`src/rtl/flow_ctl_pkg.sv`:
```
package flow_ctl_pkg;
   localparam int IMM_W = 32;
   localparam int OFF_W = 16;

   localparam logic [2:0] CLS_WIDE   = 3'h5;
   localparam logic [2:0] CLS_NARROW = 3'h6;

   localparam logic [3:0] CC_ALWAYS = 4'h0;
   localparam logic [3:0] CC_EQ     = 4'h1;
   localparam logic [3:0] CC_UGT    = 4'h2;
   localparam logic [3:0] CC_UGE    = 4'h3;
   localparam logic [3:0] CC_BITS   = 4'h4;
   localparam logic [3:0] CC_NE     = 4'h5;
   localparam logic [3:0] CC_SGT    = 4'h6;
   localparam logic [3:0] CC_SGE    = 4'h7;
   localparam logic [3:0] CC_CALL   = 4'h8;
   localparam logic [3:0] CC_RET    = 4'h9;
   localparam logic [3:0] CC_ULT    = 4'hA;
   localparam logic [3:0] CC_ULE    = 4'hB;
   localparam logic [3:0] CC_SLT    = 4'hC;
   localparam logic [3:0] CC_SLE    = 4'hD;

   typedef enum logic [2:0] {
      ACT_SEQ,
      ACT_COND,
      ACT_JUMP,
      ACT_CALL,
      ACT_HLP_ADDR,
      ACT_HLP_TYPE,
      ACT_RET
   } act_e;
endpackage

```
`src/rtl/flow_decode.sv`:
```
module flow_decode
   import flow_ctl_pkg::*;
(
   input  logic [7:0] op,
   input  logic [3:0] sel,
   output act_e       act,
   output logic       wide
);
   logic [2:0] cls;
   logic [3:0] code;
   logic       is_flow;

   assign cls     = op[2:0];
   assign code    = op[7:4];
   assign wide    = (cls == CLS_WIDE);
   assign is_flow = (cls == CLS_WIDE) || (cls == CLS_NARROW);

   always_comb begin
      act = ACT_SEQ;
      if (is_flow) begin
         case (code)
            CC_ALWAYS: if (wide) act = ACT_JUMP;
            CC_CALL: begin
               if (wide) begin
                  case (sel)
                     4'h0:    act = ACT_HLP_ADDR;
                     4'h1:    act = ACT_CALL;
                     4'h2:    act = ACT_HLP_TYPE;
                     default: act = ACT_SEQ;
                  endcase
               end
            end
            CC_RET: if (wide) act = ACT_RET;
            CC_EQ, CC_UGT, CC_UGE, CC_BITS, CC_NE, CC_SGT, CC_SGE,
            CC_ULT, CC_ULE, CC_SLT, CC_SLE: act = ACT_COND;
            default: act = ACT_SEQ;
         endcase
      end
   end
endmodule

```
`src/rtl/flow_cond_eval.sv`:
```
module flow_cond_eval
   import flow_ctl_pkg::*;
#(
   parameter int DATA_W = 64
) (
   input  logic [3:0]        code,
   input  logic              wide,
   input  logic [DATA_W-1:0] lhs,
   input  logic [DATA_W-1:0] rhs,
   output logic              hit
);
   localparam int HALF_W = DATA_W / 2;

   if ((DATA_W % 2) != 0 || DATA_W < 2 * IMM_W) begin : g_bad_width
      $error("flow_cond_eval: DATA_W must be even and at least %0d", 2 * IMM_W);
   end

   logic eq_w, ult_w, slt_w;
   logic eq_n, ult_n, slt_n;
   logic eq, ult, slt, any_bit;

   assign eq_w  = (lhs == rhs);
   assign ult_w = (lhs < rhs);
   assign slt_w = ($signed(lhs) < $signed(rhs));

   assign eq_n  = (lhs[HALF_W-1:0] == rhs[HALF_W-1:0]);
   assign ult_n = (lhs[HALF_W-1:0] < rhs[HALF_W-1:0]);
   assign slt_n = ($signed(lhs[HALF_W-1:0]) < $signed(rhs[HALF_W-1:0]));

   assign eq      = wide ? eq_w  : eq_n;
   assign ult     = wide ? ult_w : ult_n;
   assign slt     = wide ? slt_w : slt_n;
   assign any_bit = wide ? |(lhs & rhs) : |(lhs[HALF_W-1:0] & rhs[HALF_W-1:0]);

   always_comb begin
      case (code)
         CC_EQ:   hit = eq;
         CC_NE:   hit = !eq;
         CC_UGT:  hit = !ult && !eq;
         CC_UGE:  hit = !ult;
         CC_ULT:  hit = ult;
         CC_ULE:  hit = ult || eq;
         CC_SGT:  hit = !slt && !eq;
         CC_SGE:  hit = !slt;
         CC_SLT:  hit = slt;
         CC_SLE:  hit = slt || eq;
         CC_BITS: hit = any_bit;
         default: hit = 1'b0;
      endcase
   end
endmodule

```
`src/rtl/flow_ret_stack.sv`:
```
module flow_ret_stack #(
   parameter int PC_W  = 16,
   parameter int DEPTH = 8
) (
   input  logic            clk,
   input  logic            rst_n,
   input  logic            push,
   input  logic            pop,
   input  logic [PC_W-1:0] push_addr,
   output logic [PC_W-1:0] top_addr,
   output logic            empty,
   output logic            full
);
   localparam int CNT_W = $clog2(DEPTH + 1);

   if (DEPTH < 1 || DEPTH > 64) begin : g_bad_depth
      $error("flow_ret_stack: DEPTH must lie in 1..64");
   end

   logic [PC_W-1:0]  ent [DEPTH];
   logic [CNT_W-1:0] cnt;

   assign empty = (cnt == '0);
   assign full  = (cnt == CNT_W'(DEPTH));

   always_ff @(posedge clk or negedge rst_n) begin
      if (!rst_n) begin
         cnt <= '0;
         for (int i = 0; i < DEPTH; i++) ent[i] <= '0;
      end else begin
         if (push) begin
            for (int i = 0; i < DEPTH; i++)
               if (cnt == CNT_W'(i)) ent[i] <= push_addr;
            cnt <= cnt + 1'b1;
         end else if (pop) begin
            cnt <= cnt - 1'b1;
         end
      end
   end

   always_comb begin
      top_addr = '0;
      for (int i = 0; i < DEPTH; i++)
         if ((i + 1) == int'(cnt)) top_addr = ent[i];
   end

   AST_RS_NO_PUSH_FULL: assert property (@(posedge clk) disable iff (!rst_n)
      push |-> !full);
   AST_RS_NO_POP_EMPTY: assert property (@(posedge clk) disable iff (!rst_n)
      pop |-> !empty);
   AST_RS_ONE_OP: assert property (@(posedge clk) disable iff (!rst_n)
      !(push && pop));
   AST_RS_BOUND: assert property (@(posedge clk) disable iff (!rst_n)
      cnt <= CNT_W'(DEPTH));
endmodule

```
`src/rtl/flow_ctl_unit.sv`:
```
module flow_ctl_unit
   import flow_ctl_pkg::*;
#(
   parameter int DATA_W   = 64,
   parameter int PC_W     = 16,
   parameter int RS_DEPTH = 8
) (
   input  logic              clk,
   input  logic              rst_n,
   input  logic              ins_vld,
   input  logic [7:0]        ins_op,
   input  logic [3:0]        ins_sel,
   input  logic [DATA_W-1:0] opd_dst,
   input  logic [DATA_W-1:0] opd_src,
   input  logic [IMM_W-1:0]  ins_imm,
   input  logic [OFF_W-1:0]  ins_off,
   output logic [PC_W-1:0]   pc_o,
   output logic              taken_o,
   output logic              hlp_req_o,
   output logic [IMM_W-1:0]  hlp_id_o,
   output logic              hlp_by_type_o,
   output logic              halt_o,
   output logic              ovf_err_o
);
   if (PC_W < OFF_W) begin : g_bad_pc
      $error("flow_ctl_unit: PC_W must be at least %0d", OFF_W);
   end

   act_e              act;
   logic              wide, hit, fire;
   logic [DATA_W-1:0] rhs;
   logic [PC_W-1:0]   pc_q, seq_pc, tgt_pc, top_addr, pc_d;
   logic              rs_empty, rs_full, rs_push, rs_pop;
   logic              taken_d, req_d, kind_d, halt_d, ovf_d;
   logic              halt_q;

   flow_decode u_dec (
      .op   (ins_op),
      .sel  (ins_sel),
      .act  (act),
      .wide (wide)
   );

   assign rhs = ins_op[3] ? opd_src : DATA_W'($signed(ins_imm));

   flow_cond_eval #(.DATA_W(DATA_W)) u_cond (
      .code (ins_op[7:4]),
      .wide (wide),
      .lhs  (opd_dst),
      .rhs  (rhs),
      .hit  (hit)
   );

   flow_ret_stack #(.PC_W(PC_W), .DEPTH(RS_DEPTH)) u_rs (
      .clk       (clk),
      .rst_n     (rst_n),
      .push      (rs_push),
      .pop       (rs_pop),
      .push_addr (seq_pc),
      .top_addr  (top_addr),
      .empty     (rs_empty),
      .full      (rs_full)
   );

   assign fire   = ins_vld && !halt_q;
   assign seq_pc = pc_q + 1'b1;
   assign tgt_pc = seq_pc + PC_W'($signed(ins_off));

   always_comb begin
      pc_d    = seq_pc;
      taken_d = 1'b0;
      req_d   = 1'b0;
      kind_d  = 1'b0;
      halt_d  = 1'b0;
      ovf_d   = 1'b0;
      rs_push = 1'b0;
      rs_pop  = 1'b0;
      case (act)
         ACT_COND: begin
            taken_d = hit;
            if (hit) pc_d = tgt_pc;
         end
         ACT_JUMP: begin
            taken_d = 1'b1;
            pc_d    = tgt_pc;
         end
         ACT_CALL: begin
            if (rs_full) begin
               ovf_d = 1'b1;
               pc_d  = pc_q;
            end else begin
               rs_push = fire;
               taken_d = 1'b1;
               pc_d    = tgt_pc;
            end
         end
         ACT_HLP_ADDR: req_d = 1'b1;
         ACT_HLP_TYPE: begin
            req_d  = 1'b1;
            kind_d = 1'b1;
         end
         ACT_RET: begin
            if (rs_empty) begin
               halt_d = 1'b1;
               pc_d   = pc_q;
            end else begin
               rs_pop  = fire;
               taken_d = 1'b1;
               pc_d    = top_addr;
            end
         end
         default: pc_d = seq_pc;
      endcase
   end

   always_ff @(posedge clk or negedge rst_n) begin
      if (!rst_n) begin
         pc_q          <= '0;
         taken_o       <= 1'b0;
         hlp_req_o     <= 1'b0;
         hlp_id_o      <= '0;
         hlp_by_type_o <= 1'b0;
         halt_q        <= 1'b0;
         ovf_err_o     <= 1'b0;
      end else if (fire) begin
         pc_q      <= pc_d;
         taken_o   <= taken_d;
         hlp_req_o <= req_d;
         ovf_err_o <= ovf_d;
         halt_q    <= halt_d;
         if (req_d) begin
            hlp_id_o      <= ins_imm;
            hlp_by_type_o <= kind_d;
         end
      end else begin
         taken_o   <= 1'b0;
         hlp_req_o <= 1'b0;
         ovf_err_o <= 1'b0;
      end
   end

   assign pc_o   = pc_q;
   assign halt_o = halt_q;

   AST_HALT_STICKY: assert property (@(posedge clk) disable iff (!rst_n)
      halt_q |=> halt_q);
   AST_HALT_PC_FROZEN: assert property (@(posedge clk) disable iff (!rst_n)
      halt_q |=> $stable(pc_q));
   AST_OVF_PC_HOLD: assert property (@(posedge clk) disable iff (!rst_n)
      ovf_err_o |-> (pc_q == $past(pc_q)));
   AST_ONE_EVENT: assert property (@(posedge clk) disable iff (!rst_n)
      $countones({taken_o, hlp_req_o, ovf_err_o}) <= 1);
   AST_HALTED_QUIET: assert property (@(posedge clk) disable iff (!rst_n)
      halt_q |=> !hlp_req_o && !ovf_err_o && !taken_o);
endmodule

```
`config.mk`:
```
export PLATFORM = sky130hd
export DESIGN_NAME = flow_ctl_unit
export DESIGN_NICKNAME = d
export VERILOG_FILES = /design/src/rtl/flow_ctl_pkg.sv /design/src/rtl/flow_decode.sv /design/src/rtl/flow_cond_eval.sv /design/src/rtl/flow_ret_stack.sv /design/src/rtl/flow_ctl_unit.sv
export SDC_FILE = /design/constraint.sdc
export NUM_CORES = 1
export LEC_CHECK = 0
export BUFFER_PORTS_ARGS = -buffer_cell sky130_fd_sc_hd__buf_2
export CAP_MARGIN = 25
export CORE_MARGIN = 5
export CORE_UTILIZATION = 40
export CTS_CLUSTER_SIZE = 25
export DETAILED_ROUTE_END_ITERATION = 6
export GPL_ROUTABILITY_DRIVEN = 0
export HOLD_SLACK_MARGIN = 0.05
export PLACE_DENSITY = 0.63
export SLEW_MARGIN = 20
export SYNTH_ARGS = -nofsm -noshare
export SYNTH_HDL_FRONTEND = slang
export SYNTH_HIERARCHICAL = 1
export SYNTH_SLANG_ARGS = --single-unit
```
`constraint.sdc`:
```
create_clock -name clk -period 3.4 [get_ports clk]
set_input_delay 0.17 -clock clk [delete_from_list [all_inputs] [get_ports clk]]
set_output_delay 0.17 -clock clk [all_outputs]
set_load 0.02 [all_outputs]
```
; ---- After elaboration in Yosys (flattened, before gate mapping)
; Cells that the tools add are included.
[word_totals]
ff_bits = 185
input_bits = 191
elab_cells = 139
[classes]
addsub = 4
order_cmp = 4
eq_ne = 43
mux = 42
bitwise = 2
n_reduce_logical = 28
[ops]
columns = cell, n
row1 = 2-to-1 mux 16 bit, 11
row2 = < comparator 64 bit, 2
row3 = bitwise AND 64 bit, 1
row4 = equality test 64 bit, 1
row5 = < comparator 32 bit, 2
row6 = 2-to-1 mux 64 bit, 1
row7 = case mux 16 bit (4 select lines), 1
row8 = OR reduction 64 bit, 1
row9 = bitwise AND 32 bit, 1
row10 = equality test 32 bit, 1
row11 = "equality test 4 x 3 -> 1 bit, second input constant", 8
row12 = OR reduction 32 bit, 1
row13 = "equality test 4 bit, second input constant", 7
row14 = "equality test 4 x 2 -> 1 bit, second input constant", 5
row15 = "equality test 4 bit, first input constant", 5
row16 = 2-to-1 mux 1 bit, 19
row17 = AND reduction 2 bit, 9
row18 = "adder 16 x 1 -> 16 bit, second input constant", 1
row19 = adder 16 bit, 1
row20 = "equality test 3 bit, second input constant", 5
row21 = "equality test 4 x 1 -> 1 bit, second input constant", 3
row22 = logical NOT 4 bit, 3
row23 = case mux 3 bit (4 select lines), 1
row24 = case mux 1 bit (11 select lines), 1
row25 = 19 further kinds, 32

; ---- Longest topological paths before layout
; Gate-level depths: netlist of run 1.
[logic_depth]
word_depth = 11
ltp_mapped = 23

; ---- Cells and area by module
; Netlist of run 1, hierarchy kept.
[by_module_without_submodules]
columns = mod, n_inst, cells_each, area_each_um2, seq_area_each_um2
row1 = flow_ret_stack, 1, 500, 6477.5, 3303.2
row2 = flow_ctl_unit, 1, 457, 4125.2, 1326.3
row3 = flow_cond_eval, 1, 350, 2795.2, 0.0
row4 = flow_decode, 1, 18, 130.1, 0.0

; ---- Least setup slack after synthesis of run 1
; Ideal clock, no wire load.
[synth_timing]
kind = input -> register
start = in ins_op[3]
end = reg pc_q[14] (netlist: pc_o[14])
setup_ns = 0.069
arrival_time_ns = 4.480
t_required_ns = 3.331
path_slack_ns = -1.150
path_stages = 22
path_buffers = 4
path_cell_list = clkbuf_1 -> clkbuf_1 -> clkbuf_1 -> nand2_1 -> nand2_1 -> inv_1 -> ha_1 -> a21oi_1 -> o21ai_1 -> a221oi_1 -> nor3_1 -> a2111oi_2 -> o21ai_1 -> mux2i_1 -> or3_1 -> nand4_1 -> a21oi_1 -> or2_2 -> clkbuf_1 -> or3_1 -> a211o_1 -> nand3_1
[synth_between]
elab_chain_len = 8
word_cells_on_any_way = 25
cone_classes = order compare: 4 / eq/ne: 2 / mux: 8 / bitwise: 2 / reduce/logical: 9
[synth_rtl]
columns = element, line_no
row1 = start: declaration, flow_ctl_unit.sv:11  ; input logic [7:0] ins_op,
row2 = 2-to-1 mux 64 bit (*), flow_ctl_unit.sv:44  ; assign rhs = ins_op[3] ? opd_src : DATA_W'($signed(ins_imm));
row3 = net rhs[51], flow_ctl_unit.sv:31  ; logic [DATA_W-1:0] rhs;
row4 = "< comparator 64 bit, or another cell as far along", flow_cond_eval.sv:24  ; assign slt_w = ($signed(lhs) < $signed(rhs));
row5 = 2-to-1 mux 1 bit (on tied branches), "flow_cond_eval.sv:32, flow_cond_eval.sv:30, flow_cond_eval.sv:31"
row6 = logical NOT 1 bit (on tied branches), -
row7 = logical AND 1 bit (on tied branches), "flow_cond_eval.sv:43, flow_cond_eval.sv:39"
row8 = case mux 1 bit (11 select lines) (*), flow_cond_eval.sv:36  ; case (code)
row9 = net hit, flow_ctl_unit.sv:30  ; logic wide, hit, fire;
row10 = 2-to-1 mux 16 bit (*), flow_ctl_unit.sv:81  ; if (hit) pc_d = tgt_pc;
row11 = case mux 16 bit (4 select lines) (*), flow_ctl_unit.sv:78  ; case (act)
row12 = end signal: assignment, flow_ctl_unit.sv:126  ; pc_q <= pc_d;
row13 = end: declaration, flow_ctl_unit.sv:32  ; logic [PC_W-1:0] pc_q, seq_pc, tgt_pc, top_addr, pc_d;
; The timed path passes the listed nets; every way through them passes the cells marked *.
; A chain may end at the register's enable or synchronous reset.

; ---- Worst setup path in the final report of run 1
[layout_timing]
start = in ins_op[3]
end = reg pc_q[5] (netlist: pc_o[5])
[layout_between]
elab_chain_len = 8
word_cells_on_any_way = 25
cone_classes = order compare: 4 / eq/ne: 2 / mux: 8 / bitwise: 2 / reduce/logical: 9
[layout_rtl]
columns = element, line_no
row1 = 2-to-1 mux 64 bit (*), flow_ctl_unit.sv:44
row2 = net rhs[13], flow_ctl_unit.sv:31
row3 = "< comparator 64 bit, or another cell as far along", flow_cond_eval.sv:24
row4 = 2-to-1 mux 1 bit (on tied branches), "flow_cond_eval.sv:32, flow_cond_eval.sv:30, flow_cond_eval.sv:31"
row5 = logical NOT 1 bit (on tied branches), -
row6 = logical AND 1 bit (on tied branches), "flow_cond_eval.sv:43, flow_cond_eval.sv:39"
row7 = case mux 1 bit (11 select lines) (*), flow_cond_eval.sv:36
row8 = net hit, flow_ctl_unit.sv:30
row9 = 2-to-1 mux 16 bit (*), flow_ctl_unit.sv:81
row10 = case mux 16 bit (4 select lines) (*), flow_ctl_unit.sv:78
; Marked as above.

==> results of run 1 <==
## registers in the layout, summed over array words and instances (netlist names)
signal         flops
hlp_req_o          1
halt_o             1
taken_o            1
u_rs/ent         128
hlp_by_type_o      1
hlp_id_o          32
pc_o              16
ovf_err_o          1
u_rs/cnt           4
## cells in the final DEF (no fill, tap or decap), types with 17 or more instances in the layout
master           n
nor4_1          17
a21oi_1         72
inv_1           65
clkbuf_16       18
nand3_1         19
dlygate4sd3_1   27
dfrtp_1        185
o221ai_1        17
a22oi_1         18
nand2_1        106
o21a_1          21
mux2_2          61
buf_4          193
nand4_1         25
mux2_4          65
ha_1           127
o21ai_0         36
ha_4            24
nor2_1          65
mux2_1          66
nor3_1          24
buf_2          241
## cells by family after synthesis
kind of cell,synth area share [%]
adder cells (fa/ha/maj),14.21
XOR/XNOR,1.804
multiplexers,17.59
AND/OR/NAND/NOR,13.19
buffers and inverters,5.115
flip-flops,34.22
AO/OA/AOI/OAI,13.87
## worst max-delay path, cell delays in order
cell,delay (ns)
buf_12,0.13
buf_8,0.13
mux2_4,0.30
inv_2,0.06
ha_4,0.19
a21o_1,0.16
a21o_1,0.17
a221o_1,0.29
a211o_1,0.29
a21oi_4,0.26
o21ai_2,0.11
mux2i_2,0.19
or3_1,0.31
nand4_1,0.21
a21oi_2,0.09
buf_4,0.15
a21o_4,0.21
buf_12,0.14
buf_12,0.12
buf_4,0.12
a221oi_2,0.20
a21oi_1,0.09
## worst max path at each step
| stage | from | to | slack, ns | cells past startpoint |
|---|---|---|---|---|
| finish | ins_op[3] | pc_o[5] | -0.36 | 22 |
| floorplan | ins_op[3] | pc_o[14] | -0.49 | 20 |
| CTS | ins_op[3] | pc_o[14] | -0.27 | 20 |
| detailed placement | ins_op[3] | pc_o[11] | -1.14 | 19 |
| global route | ins_op[3] | pc_o[4] | -0.45 | 21 |
| global placement | ins_op[3] | pc_o[13] | -1.11 | 18 |
## through the flow
step | hold slack, ns | util (%) | worst slack, ns | cells
after floorplan | -0.1256 | - | -0.4930 | 1325
after global placement | 0.2866 | 49.22 | -1.109 | 2135
after detailed placement | 0.3039 | 49.22 | -1.139 | 2135
after CTS | 0.05140 | 53.79 | -0.2675 | 2213
after global routing | 0.07555 | 54.92 | -0.4529 | 2227
final | 0.07084 | 54.92 | -0.3607 | 2227
## power by group
| group | switching [µW] | internal [µW] |
|---|---|---|
| logic | 1640 | 1260 |
| registers | 152 | 2320 |
| clock network | 1090 | 1020 |
## timing repair
| action | in CTS | in global routing |
|---|---|---|
| gates cloned | 4 | 1 |
| gates resized for setup | 79 | 61 |
| setup buffers | 17 | 9 |
| pin swaps | 30 | 50 |
| hold buffers | 27 | 0 |
| setup endpoints to repair | 17 | 17 |
| endpoints found under the hold margin | 109 | 0 |
## area by class of cell
cell class	count	area share (%)
multi-input combinational	994	48.44
inverter	80	1.635
antenna	4	0.05449
timing repair buffer	484	18.13
sequential	185	25.20
tap	448	3.052
clock buffer	17	2.316
clock inverter	15	1.165
## routing by layer
layer  up-vias  wire (µm)
met5         -         13
met4         2       1801
met2       373      22300
met3       101       2447
li1       5699          -
met1      5945      18110
==> insert_results.sql, run 1 <==
INSERT INTO impl_metrics (metric_group, metric, value, unit) VALUES
('run_status', 'outcome', 'finished, violations left', ''),
('run_status', 'failed_checks', 'setup timing', ''),
('routing', 'drt-total-wl', '44680', 'µm'),
('global_routing', 'met2_usage_grt', '40.07', '%'),
('finish', 'filler_cell_count', '2901', ''),
('critical_path', 'critical_r2r_launch', 'pc_o[3]', ''),
('sta', 'fin_crit', '3.761', 'ns'),
('pwr', 'p_per_area', '407.6', 'nW/µm²'),
('finish', 'layout-drive-gt1-share', '41.86', '%'),
('pwr', 'leakage_power', '0.009377', 'µW'),
('sta', 'max_slew.worst_pin.slew', '0.7473', 'ns'),
('critical_path', 'cp.arrival', '4.09', 'ns'),
('critical_path', 'timing_worst_setup_path_type', 'input pin to register', ''),
('finish', 'finalInstanceArea', '18370', 'µm²'),
('die', 'starting_density_of_the_core', '40.44', '%'),
('sta', 'slew_headroom', '50.18', '%'),
('critical_path', 'worst_r2r_path_depth', '10', ''),
('synth', 'synth-edff-count', '0', ''),
('global_routing', 'grt_use_total', '23.02', '%'),
('global_routing', 'gr-usage-met1', '27.17', '%'),
('sta', 'achievable-frequency', '265.9', 'MHz'),
('clock_tree', 'ctsHtreeMaxLevel', '4', ''),
('hold_path', 'timing.hold.worst.class', 'input pin to register', ''),
('finish', 'layout-area-overhead-vs-synth', '35.78', '%'),
('die', 'die_h', '193.9', 'µm'),
('run', 'max_cap_viol_count', '0', ''),
('routing', '1st_iter_drt_viols', '667', ''),
('synth', 'synth_sequential_area_ratio', '34.22', '%'),
('global_routing', 'grt_max_degree', '87', ''),
('place', 'placement.io_buffers', '243', ''),
('finish', 'multi_input_comb_area', '8899', 'µm²'),
('die', 'core', '33450', 'µm²'),
('global_routing', 'first_global_vias', '13000', ''),
('synth', 'yosysMostFrequentCell', 'dfrtp_1', ''),
('synth', 'synth_area', '13530', 'µm²'),
('sta', 'hold_violations', '0', ''),
('routing', 'drt_drc_violations_left', '0', ''),
('hold_path', 'min_delay_path_depth', '3', ''),
('routing', 'detailedRoute.firstPassIterationCount', '5', ''),
('die', 'boundaryPins', '244', ''),
('hold_path', 'hold_path.startpoint', 'ins_imm[18]', ''),
('sta', 'timing.final.ws_setup', '-0.3607', 'ns'),
('routing', 'route.antenna.remaining_nets', '0', ''),
('sta', 'rsz0062_at_grt', 'true', ''),
('synth', 'yosys-top-cells-count', 'dfrtp_1, ha_1, nand2_1, a21oi_1, inv_1', ''),
('synth', 'syn_nets', '1669', ''),
('critical_path', 'timing.critical_path.from_type', 'input pin', ''),
('synth', 'proportion_of_register_bits_with_asynchronous_set_or_reset_after_synthesis', '100.0', '%'),
('global_routing', 'antenna_violations_before_repair', '5', ''),
('critical_path', 'r2r-end', 'pc_o[13]', ''),
('sta', 'setup_violations', '16', ''),
('synth', 'ys_ff_latch', '185', ''),
('pwr', 'worst_ir_drop_vdd', '0.0003426', 'V'),
('synth', 'post-synth-top-area-cell', 'dfrtp_1', ''),
('synth', 'ys_types', '90', ''),
('sta', 'fin_setup_tns', '-4.143', 'ns'),
('sta', 'min_period_over_period', '110.6', '%'),
('synth', 'synth_area_leaders', 'dfrtp_1, ha_1, mux2_2', ''),
('sta', 'timing_max_transition_violations_final', '0', ''),
('synth', 'syn_avg_cell_area', '10.21', 'µm²'),
('critical_path', 'worst-r2r-setup-slack', '0.16', 'ns'),
('synth', 'synthCells', '1325', ''),
('place', 'dpl_cell_area', '16460', 'µm²'),
('clock_tree', 'worstSkewPairLatency', '0.46', 'ns'),
('die', 'die-width', '193.9', 'µm'),
('critical_path', 'worstSetupEndpointType', 'register', ''),
('finish', 'final-seq-area', '4629', 'µm²'),
('global_routing', 'met3_routing_resource_usage_after_global_routing', '5.543', '%'),
('global_routing', 'first_pass_grt_wire_length', '70010', 'µm'),
('clock_tree', 'cts_num_sinks', '185', ''),
('clock_tree', 'clk_transition_reported_paths', '0.08', 'ns');
Note: power is estimated with default switching activity, not from simulation.
==> run 2, diff against run 1 <==
--- a/config.mk
+++ b/config.mk
@@ -14,6 +14,7 @@
 export GPL_ROUTABILITY_DRIVEN = 0
 export HOLD_SLACK_MARGIN = 0.05
 export PLACE_DENSITY = 0.63
+export SKIP_LAST_GASP = 1
 export SLEW_MARGIN = 20
 export SYNTH_ARGS = -nofsm -noshare
 export SYNTH_HDL_FRONTEND = slang
==> run 2 against run 1 <==
Against the previous run: the flow still finishes with violations (setup timing); register-to-register slack improved by 0.04 ns; via count rose by 0.17%; maximum frequency barely moved; non-clock buffer count did not move; flip-flop and latch count did not move; critical path type unchanged; routed wire length barely moved; setup slack got worse by 0.0026 ns.
==> insert_results.sql, run 2 (synthesized netlist as in run 1, its figures left out) <==
INSERT INTO impl_metrics (metric_group, metric, value, unit) VALUES
('run_status', 'outcome', 'finished, violations left', ''),
('run_status', 'failed_checks', 'setup timing', ''),
('die', 'die-area', '37600', 'µm²'),
('sta', 'setup_violations', '16', ''),
('critical_path', 'worstSetupEndpointType', 'register', ''),
('place', 'placement.io_buffers', '243', ''),
('global_routing', 'first_pass_grt_wire_length', '70010', 'µm'),
('place', 'placedCellCount', '2135', ''),
('critical_path', 'worst-endpoint-required', '3.73', 'ns'),
('place', 'dp_hpwl', '32310', 'µm'),
('routing', 'met3RoutedLength', '2690', 'µm'),
('clock_tree', 'cts_root_buf', 'clkbuf_16', ''),
('sta', 'timing.final.ws_setup', '-0.3632', 'ns'),
('clock_tree', 'worstSkewPairLatency', '0.46', 'ns'),
('global_routing', 'first_global_vias', '13000', ''),
('die', 'boundaryPins', '244', ''),
('routing', 'highest_layer', 'met5', ''),
('die', 'die-width', '193.9', 'µm'),
('critical_path', 'worstPathCellList', 'buf_12, buf_8, mux2_4, inv_2, ha_4, a21o_1, a21o_1, a221o_1, a211o_1, a21oi_4, o21ai_2, mux2i_2, or3_1, nand4_1, a21oi_2, buf_4, a21o_4, buf_12, buf_12, buf_4, a221oi_2, a21oi_1', ''),
('sta', 'fin_skew', '0.01646', 'ns'),
('sta', 'achievable-frequency', '265.7', 'MHz'),
('clock_tree', 'ctsHtreeMaxLevel', '4', ''),
('run', 'max_cap_viol_count', '0', ''),
('sta', 'timing_max_transition_violations_final', '0', ''),
('sta', 'max_slew.worst_pin.slew', '0.7417', 'ns'),
('critical_path', 'timing.critical_path.from_type', 'input pin', ''),
('critical_path', 'critical_path.most_common_cell', 'buf_12', ''),
('finish', 'layout_commonest_cell', 'buf_2', ''),
('finish', 'largest_reg_flops', '128', ''),
('critical_path', 'timing_worst_setup_path_type', 'input pin to register', ''),
('critical_path', 'critical_path.slowest_cell', 'or3_1', ''),
('finish', 'layout-area-overhead-vs-synth', '35.74', '%'),
('pwr', 'p_per_area', '407.4', 'nW/µm²'),
('finish', 'layout.nets', '2106', ''),
('clock_tree', 'tritoncts.num_buffers', '17', ''),
('hold_path', 'timing.hold.worst.class', 'input pin to register', ''),
('global_routing', 'grt_max_degree', '87', ''),
('global_routing', 'grt_use_total', '23.02', '%'),
('finish', 'largest_register', 'u_rs/ent', ''),
('global_routing', 'grt_overflow_total', '0', ''),
('sta', 'min_period_over_period', '110.7', '%'),
('routing', 'drt_drc_violations_left', '0', ''),
('sta', 'fin_setup_tns', '-4.268', 'ns'),
('critical_path', 'path_max_fanout', '6', ''),
('sta', 'slew_headroom', '50.55', '%'),
('routing', 'detailedRoute.firstPassIterationCount', '5', ''),
('sta', 'fin_crit', '3.763', 'ns'),
('critical_path', 'crit_family', 'compound AO/OA/AOI/OAI gates', ''),
('critical_path', 'critPathMaxStageDelay', '0.31', 'ns'),
('die', 'standard_cell_row_count', '67', ''),
('sta', 'fin_worst_hold_slack', '0.06961', 'ns'),
('routing', 'wl_met2', '22250', 'µm'),
('routing', '1st_iter_drt_viols', '686', ''),
('clock_tree', 'cts.path.max_buffers', '2', ''),
('global_routing', 'antenna_violations_before_repair', '5', ''),
('finish', 'core_util_final', '54.90', '%'),
('pwr', 'leakage_power', '0.009375', 'µW'),
('routing', 'drt-total-wl', '44700', 'µm'),
('routing', 'routed_wire_length_per_instance', '20.07', 'µm'),
('clock_tree', 'tritoncts_clock_tree', 'done', ''),
('routing', 'dr_total_vias', '12140', ''),
('die', 'starting_density_of_the_core', '40.44', '%'),
('sta', 'hold_violations', '0', ''),
('finish', 'finalNonFillerCells', '2227', ''),
('die', 'die_h', '193.9', 'µm'),
('clock_tree', 'cts_num_sinks', '185', ''),
('clock_tree', 'clk_transition_reported_paths', '0.08', 'ns'),
('die', 'core', '33450', 'µm²'),
('routing', 'route.antenna.remaining_nets', '0', ''),
('sta', 'rsz0062_at_grt', 'true', ''),
('pwr', 'worst_ir_drop_vdd', '0.0003391', 'V'),
('critical_path', 'critical_path_buf_inv_count', '7', ''),
('routing', 'route.layer.met1.wl', '17910', 'µm'),
('critical_path', 'cp.arrival', '4.10', 'ns'),
('routing', 'viasPerCell', '5.452', ''),
('finish', 'layout-drive-gt1-share', '41.80', '%'),
('pwr', 'total_chip_power', '7481', 'µW'),
('finish', 'final_cell_mix', 'buf_2, buf_4, dfrtp_1, ha_1, nand2_1', '');
## run 2: tightest hold or removal path: stages
cell    delay (ns)
buf_2         0.09
buf_4         0.10
mux2_2        0.13
## run 2: area by class of cell
type,count,area [µm²]
clock buffers,17,425.4
diodes,4,10.01
fillers,2897,15090
flip-flops and latches,185,4629
inverters,80,300.3
well taps,448,560.5
repair buffers,484,3327
clock inverters,15,214.0
multi-input cells,994,8896
## run 2: worst paths after layout
kind                              start           end  slack, ns  cells after the start
min reg2reg                u_rs/ent[95]  u_rs/ent[95]       0.49                      1
min                         ins_imm[18]  hlp_id_o[18]       0.07                      3
max                           ins_op[3]       pc_o[5]      -0.36                     22
max reg2reg                     pc_o[3]      pc_o[13]       0.20                     10
max in group asynchronous         rst_n  u_rs/ent[22]       2.20                      3
min in group asynchronous         rst_n  u_rs/ent[64]       0.34                      2
## run 2: routing by layer
layer	vias to the layer above	track usage (%)
met2	397	40.07
met3	94	5.543
met5	-	0
met4	2	9.870
met1	5945	27.17
li1	5703	-
## run 2: where the power goes
group,switching [µW],internal [µW]
registers,151,2320
logic,1640,1260
clock network,1090,1020
## run 2: timing repair
action / 4_1_cts / 5_1_grt
endpoints found under the setup margin: 17 / 17
resized for setup: 79 / 59
gates cloned: 4 / 1
hold buffers: 27 / 0
pin swaps: 30 / 50
setup buffers: 17 / 9
hold endpoints to repair: 109 / 0
## run 2: through the flow
step / worst slack, ns / instance area (µm²)
final: -0.3632 / 18360
after global routing: -0.4572 / 18360
after CTS: -0.2675 / 17990
after detailed placement: -1.139 / 16460
after global placement: -1.109 / 16460
after floorplan: -0.4930 / 13690
